===== src/rtl/dbuf_uart_pkg.sv =====
package dbuf_uart_pkg;

  localparam int MAX_BITS = 8;
  localparam int FRAME_W  = MAX_BITS + 3;

  typedef enum logic [1:0] {ST_IDLE, ST_WAIT, ST_SHIFT} tx_state_e;

  typedef struct packed {
    logic len8;
    logic par_en;
    logic par_odd;
  } frame_cfg_t;

  // Number of line bits in one frame: start + data + parity + stop
  function automatic logic [3:0] frame_bits(frame_cfg_t c);
    int n;
    n = 2 + (c.len8 ? MAX_BITS : MAX_BITS - 1) + (c.par_en ? 1 : 0);
    return 4'(n);
  endfunction

  // Frame image, bit 0 leaves first; unused upper bits stay 1 (stop/idle)
  function automatic logic [FRAME_W-1:0] build_frame(logic [MAX_BITS-1:0] d, frame_cfg_t c);
    logic [FRAME_W-1:0] f;
    int len;
    logic p;
    len  = c.len8 ? MAX_BITS : MAX_BITS - 1;
    f    = '1;
    f[0] = 1'b0;
    p    = c.par_odd;
    for (int i = 0; i < MAX_BITS; i++) begin
      if (i < len) begin
        f[i+1] = d[i];
        p      = p ^ d[i];
      end
    end
    if (c.par_en) f[len+1] = p;
    return f;
  endfunction

endpackage


===== src/rtl/dbuf_tick_sel.sv =====
module dbuf_tick_sel #(
  parameter int SYNC_STAGES = 2
) (
  input  logic clk,
  input  logic rst,
  input  logic src_ext,
  input  logic tick_int,
  input  logic ext_clk,
  output logic tick
);

  logic [SYNC_STAGES-1:0] sync_q;
  logic                   prev_q;
  logic                   ext_tick;

  always_ff @(posedge clk) begin
    if (rst) begin
      sync_q <= '0;
      prev_q <= 1'b0;
    end else begin
      sync_q <= {sync_q[SYNC_STAGES-2:0], ext_clk};
      prev_q <= sync_q[SYNC_STAGES-1];
    end
  end

  assign ext_tick = sync_q[SYNC_STAGES-1] & ~prev_q;
  assign tick     = src_ext ? ext_tick : tick_int;

  // an external edge yields a single-cycle tick
  p_ext_tick_single_r2: assert property (@(posedge clk) disable iff (rst)
    ext_tick |=> !ext_tick);

endmodule


===== src/rtl/dbuf_baud_div.sv =====
module dbuf_baud_div #(
  parameter int TICKS_PER_BIT = 16
) (
  input  logic clk,
  input  logic rst,
  input  logic tick,
  output logic bit_stb
);

  localparam int CW = $clog2(TICKS_PER_BIT);
  localparam logic [CW-1:0] LAST = CW'(TICKS_PER_BIT - 1);

  logic [CW-1:0] cnt_q;

  always_ff @(posedge clk) begin
    if (rst) begin
      cnt_q <= '0;
    end else if (tick) begin
      cnt_q <= (cnt_q == LAST) ? '0 : cnt_q + 1'b1;
    end
  end

  assign bit_stb = tick && (cnt_q == LAST);

  // counter wraps to zero after the last tick of a bit
  p_div_wrap_r2: assert property (@(posedge clk) disable iff (rst)
    bit_stb |=> (cnt_q == '0));

  // counter holds between ticks
  p_div_hold_r2: assert property (@(posedge clk) disable iff (rst)
    !tick |=> $stable(cnt_q));

endmodule


===== src/rtl/dbuf_tx_shifter.sv =====
module dbuf_tx_shifter
  import dbuf_uart_pkg::*;
(
  input  logic                clk,
  input  logic                rst,
  input  logic                wr_en,
  input  logic [MAX_BITS-1:0] wr_data,
  input  frame_cfg_t          cfg,
  input  logic                bit_stb,
  output logic                txd,
  output logic                buf_empty,
  output logic                tx_done
);

  tx_state_e           state_q;
  logic                hold_full_q;
  logic [MAX_BITS-1:0] hold_data_q;
  logic [FRAME_W-1:0]  frame_q;
  logic [3:0]          left_q;
  logic                txd_q, be_q, done_q;

  logic [FRAME_W-1:0]  next_frame;
  logic [3:0]          next_len;
  logic                idle_load, frame_end, chain_ev, load_ev;

  always_comb begin
    next_frame = build_frame(hold_data_q, cfg);
    next_len   = frame_bits(cfg);
  end

  assign idle_load = (state_q == ST_IDLE) && hold_full_q;
  assign frame_end = (state_q == ST_SHIFT) && bit_stb && (left_q == '0);
  assign chain_ev  = frame_end && hold_full_q;
  assign load_ev   = idle_load || chain_ev;

  always_ff @(posedge clk) begin
    if (rst) begin
      state_q     <= ST_IDLE;
      hold_full_q <= 1'b0;
      hold_data_q <= '0;
      frame_q     <= '1;
      left_q      <= '0;
      txd_q       <= 1'b1;
      be_q        <= 1'b0;
      done_q      <= 1'b0;
    end else begin
      be_q   <= 1'b0;
      done_q <= 1'b0;
      case (state_q)
        ST_IDLE: begin
          if (hold_full_q) begin
            frame_q <= next_frame;
            left_q  <= next_len - 4'd1;
            be_q    <= 1'b1;
            state_q <= ST_WAIT;
          end
        end
        ST_WAIT: begin
          if (bit_stb) begin
            txd_q   <= frame_q[0];
            frame_q <= {1'b1, frame_q[FRAME_W-1:1]};
            state_q <= ST_SHIFT;
          end
        end
        ST_SHIFT: begin
          if (bit_stb) begin
            if (left_q != '0) begin
              txd_q   <= frame_q[0];
              frame_q <= {1'b1, frame_q[FRAME_W-1:1]};
              left_q  <= left_q - 4'd1;
            end else if (hold_full_q) begin
              txd_q   <= next_frame[0];
              frame_q <= {1'b1, next_frame[FRAME_W-1:1]};
              left_q  <= next_len - 4'd1;
              be_q    <= 1'b1;
            end else begin
              txd_q   <= 1'b1;
              done_q  <= 1'b1;
              state_q <= ST_IDLE;
            end
          end
        end
        default: state_q <= ST_IDLE;
      endcase
      if (load_ev) hold_full_q <= 1'b0;
      if (wr_en) begin
        hold_full_q <= 1'b1;
        hold_data_q <= wr_data;
      end
    end
  end

  assign txd       = txd_q;
  assign buf_empty = be_q;
  assign tx_done   = done_q;

  // buffer-empty lasts one clock
  p_be_one_cycle_r4: assert property (@(posedge clk) disable iff (rst)
    be_q |=> !be_q);
  // a load from idle is followed by the buffer-empty pulse
  p_idle_load_be_r4: assert property (@(posedge clk) disable iff (rst)
    idle_load |=> be_q);
  // transmit-complete lasts one clock, line high
  p_done_one_cycle_r8: assert property (@(posedge clk) disable iff (rst)
    done_q |=> !done_q);
  p_done_line_high_r8: assert property (@(posedge clk) disable iff (rst)
    done_q |-> txd_q);
  // a chained load never raises transmit-complete
  p_chain_no_done_r7: assert property (@(posedge clk) disable iff (rst)
    chain_ev |=> (be_q && !done_q && !txd_q));
  // line is high while idle
  p_idle_high_r1: assert property (@(posedge clk) disable iff (rst)
    (state_q == ST_IDLE) |-> txd_q);
  // line only moves on a bit strobe
  p_edge_on_stb_r3: assert property (@(posedge clk) disable iff (rst)
    $fell(txd_q) |-> $past(bit_stb));

endmodule


===== src/rtl/dbuf_uart_tx.sv =====
module dbuf_uart_tx
  import dbuf_uart_pkg::*;
#(
  parameter int TICKS_PER_BIT = 16,
  parameter int SYNC_STAGES   = 2
) (
  input  logic       clk,
  input  logic       rst,
  input  logic       src_ext,
  input  logic       tick_int,
  input  logic       ext_clk,
  input  logic       cfg_len8,
  input  logic       cfg_par_en,
  input  logic       cfg_par_odd,
  input  logic       wr_en,
  input  logic [7:0] wr_data,
  output logic       txd,
  output logic       buf_empty,
  output logic       tx_done
);

  logic       tick;
  logic       bit_stb;
  frame_cfg_t cfg;

  assign cfg = '{len8: cfg_len8, par_en: cfg_par_en, par_odd: cfg_par_odd};

  dbuf_tick_sel #(.SYNC_STAGES(SYNC_STAGES)) u_tick (
    .clk(clk), .rst(rst), .src_ext(src_ext), .tick_int(tick_int),
    .ext_clk(ext_clk), .tick(tick)
  );

  dbuf_baud_div #(.TICKS_PER_BIT(TICKS_PER_BIT)) u_div (
    .clk(clk), .rst(rst), .tick(tick), .bit_stb(bit_stb)
  );

  dbuf_tx_shifter u_shift (
    .clk(clk), .rst(rst), .wr_en(wr_en), .wr_data(wr_data), .cfg(cfg),
    .bit_stb(bit_stb), .txd(txd), .buf_empty(buf_empty), .tx_done(tx_done)
  );

  // no status pulse and line high right after reset
  p_reset_quiet_r1: assert property (@(posedge clk)
    $past(rst) |-> (txd && !buf_empty && !tx_done));

endmodule


===== config.mk =====
export PLATFORM = sky130hd
export DESIGN_NAME = dbuf_uart_tx
export DESIGN_NICKNAME = d
export VERILOG_FILES = /design/src/rtl/dbuf_uart_pkg.sv /design/src/rtl/dbuf_tick_sel.sv /design/src/rtl/dbuf_baud_div.sv /design/src/rtl/dbuf_tx_shifter.sv /design/src/rtl/dbuf_uart_tx.sv
export SDC_FILE = /design/constraint.sdc
export NUM_CORES = 1
export LEC_CHECK = 0
export ABC_AREA = 1
export BUFFER_PORTS_ARGS = -buffer_cell sky130_fd_sc_hd__buf_2
export CAP_MARGIN = 20
export CORE_MARGIN = 10
export CORE_UTILIZATION = 35
export DETAILED_ROUTE_END_ITERATION = 10
export REMOVE_ABC_BUFFERS = 1
export SLEW_MARGIN = 25
export SYNTH_ARGS = -nofsm -noshare
export SYNTH_HDL_FRONTEND = slang
export SYNTH_SLANG_ARGS = --single-unit

===== constraint.sdc =====
create_clock -name clk -period 2.9 [get_ports clk]
set_input_delay 0.145 -clock clk [delete_from_list [all_inputs] [get_ports clk]]
set_output_delay 0.145 -clock clk [all_outputs]
set_load 0.01 [all_outputs]

==> impl_metrics.yaml <==
status:
  status: "complete, no violations"
routing:
  drt_iter0_drc: 83
  vias: 1828
  wire_per_inst_um: 11.8
  routed_via_density: 4.76
  ant_nets: 0
  detail_route.wirelength_um: 4530
  drc_errors: 0
  first_pass_iters: 6
sta:
  rsz0062_at_grt: "false"
  fin_crit_sh: 0.624
  relSlewSlack: 0.691
  finalMaxSlewViolations: 0
  setup_viol: 0
  hold_ws_ns: 0.0680
  layout_min_cycle_time_ns: 1.81
  clock.fmax_ghz: 0.552
  hold_viol_final: 0
  fin_skew_ns: 0.00439
  tns_ns: 0
  worstMarginPinSlew_ns: 0.463
critical_path:
  reg2reg_from: "u_shift.state_q[0]"
  end_kind: "flop"
  worst-setup-path-type: "flop to flop"
  worst_ep_arrival_time_ns: 2.00
  worst_setup_path_start_kind: "flop"
  slowest_stage: "dfxtp_1"
  cpMostUsedCell: "nand2_1"
  path_buf_inv: 3
  worstSetupStartpoint: "u_shift.state_q[0]"
  max_stage_delay_ns: 0.36
  crit_family: "simple AND/OR/NAND/NOR gates"
  crit_fanout: 18
  cp_data_required_time_ns: 3.09
  path_cells: "inv_1, ha_1, inv_2, nor2_2, nand2_1, nand3_2, nor2_4, inv_4, a21oi_1, nand2_1, nand2_1"
place:
  place_congestion: 0.768
  hpwl_um: 3410
  port_buffers: 19
die:
  die_w_um: 95.6
  dieArea_um2: 9140
  fp.dieH_um: 95.6
  rows: 27
  io_pins: 20
  start_util: 0.361
  coreArea_um2: 5540
clock_tree:
  cts_resized: 0
  cts_tree: "yes"
  cts_sinks: 35
  h-tree-depth: 2
  cts.path.max_buffers: 2
  cts_buffers: 5
  clk_latency_ns: 0.29
  holdBufCountCts: 0
  postCtsSetupBuffers: 0
  root_buffer: "clkbuf_8"
  path_clk_slew_ns: 0.07
synthesis:
  async_flop_share: 0
  synth_edf_count: 0
  yosys-top-cells-area: "dfxtp_1 (35%), nand2_1 (11%), inv_1 (7.7%), o21ai_0 (6.5%), a21oi_1 (6.3%)"
  synth_flop_cell: "dfxtp_1"
  syn_area_um2: 2000
  ys_seq_elements: 35
  synth_cell_types: 32
  syn_avg_cell_area_um2: 6.85
  synth-seq-area-share: 0.350
  syn_inst: 292
  synth_top_area_share: 0.350
  ys_warn_count: 0
  yosysTopAreaCell: "dfxtp_1"
power:
  powerDensity_nw_per_um2: 802
  vdd_drop_max_mv: 0.331
  leakage_nw: 1.04
global_route:
  grt_max_degree: 22
  grt_antenna_before_repair: 0
  grt_overflow: 0
  grt.total_usage: 0.105
  grt_pass1_vias: 1718
  grt_first_pass_wirelength_um: 7720
final_layout:
  syn2layout_area_growth_pct: 11.3
  fin_nets: 337
  layout_commonest_cell: "nand2_1"
  final_cell_mix: "nand2_1 (61), inv_1 (41), dfxtp_1 (35), nor2_1 (30), o21ai_0 (26)"
  drive_above_1_share: 0.131
  insertedDiodeCount: 0
min_path:
  hp-class: "input pin to flop"
  worstHoldStart: "ext_clk"
flow_run:
  maxCapViolations: 0
==> worst paths after layout <==
kind / to / cells after the start / slack, ns
worst min register to register: u_tick.sync_q[1] / 2 / 0.41
worst min-delay path: u_tick.sync_q[0] / 3 / 0.07
worst max-delay path: u_shift.frame_q[7] / 11 / 1.09
worst max register to register: u_shift.frame_q[7] / 11 / 1.09
==> cell type report <==
class | count | area (um2)
clock buffer | 7 | 76.3
clock inverter | 1 | 5.00
fill | 627 | 3320
inverter | 45 | 171
multi-input combinational | 205 | 1090
sequential | 35 | 701
tap | 72 | 90.1
timing repair buffer | 19 | 95.1
==> registers in the layout, indices dropped and copies added (netlist names) <==
name	flops
u_tick.prev_q	1
u_shift.hold_full_q	1
u_shift.txd	1
u_shift.state_q	2
u_shift.hold_data_q	8
u_shift.tx_done	1
u_shift.buf_empty	1
u_div.cnt_q	4
u_shift.frame_q	10
u_tick.sync_q	2
u_shift.left_q	4
==> per-stage QoR <==
stage | util | instance area [um2] | power [W] | cells | worst slack [ns]
floorplan | - | 1960 | 0.00127 | 285 | 1.34
global placement | 0.387 | 2140 | 0.00144 | 376 | 1.13
detailed placement | 0.387 | 2140 | 0.00145 | 376 | 1.08
CTS | 0.402 | 2220 | 0.00180 | 384 | 1.08
global route | 0.402 | 2220 | 0.00195 | 384 | 0.903
finish | 0.402 | 2220 | 0.00178 | 384 | 1.09
==> power breakdown <==
part	switching [W]	internal [W]	total, W
Sequential	0.0000772	0.000584	0.000661
Combinational	0.000497	0.000283	0.000779
Clock	0.000175	0.000169	0.000343
Total	0.000749	0.00104	0.00178
==> routing by layer <==
layer | track usage | share of wire | vias to the layer above | wire length (um)
li1 | - | - | 978 | -
met4 | 0.0442 | 0.016 | 0 | 73
met2 | 0.153 | 0.43 | 37 | 1940
met5 | 0 | 0 | - | 0
met3 | 0.0251 | 0.049 | 7 | 224
met1 | 0.143 | 0.51 | 806 | 2290
==> kinds of logic (layout without fill, tap and decap cells) <==
logic type | after synthesis | in the layout | share of synthesized area
adders and majority gates | 9 | 9 | 0.0563
xor gates and xnor gates | 5 | 5 | 0.0219
DFF | 35 | 35 | 0.350
AOI/OAI and AO/OA | 77 | 77 | 0.223
and+or+nand+nor | 114 | 114 | 0.242
buffers and inverters | 52 | 72 | 0.106
==> tightest hold or removal path: stages <==
cell	delay, ns
buf_2	0.10
inv_1	0.04
nor2_1	0.03
==> synthesized netlist by cell type, types with 2 or more instances <==
| master | instances |
|---|---|
| nand2_1 | 61 |
| nor2_1 | 30 |
| inv_2 | 3 |
| buf_2 | 3 |
| nand3_1 | 12 |
| o211ai_1 | 6 |
| a21oi_2 | 2 |
| o22ai_1 | 2 |
| xnor2_1 | 2 |
| o21ai_1 | 7 |
| a21oi_1 | 25 |
| clkbuf_1 | 3 |
| o21ai_0 | 26 |
| o21ai_2 | 3 |
| ha_1 | 9 |
| a211oi_1 | 2 |
| nor3_1 | 4 |
| nand2_4 | 2 |
| xor2_1 | 3 |
| dfxtp_1 | 35 |
| inv_1 | 41 |
No activity file was read; power rests on OpenSTA's default activity.
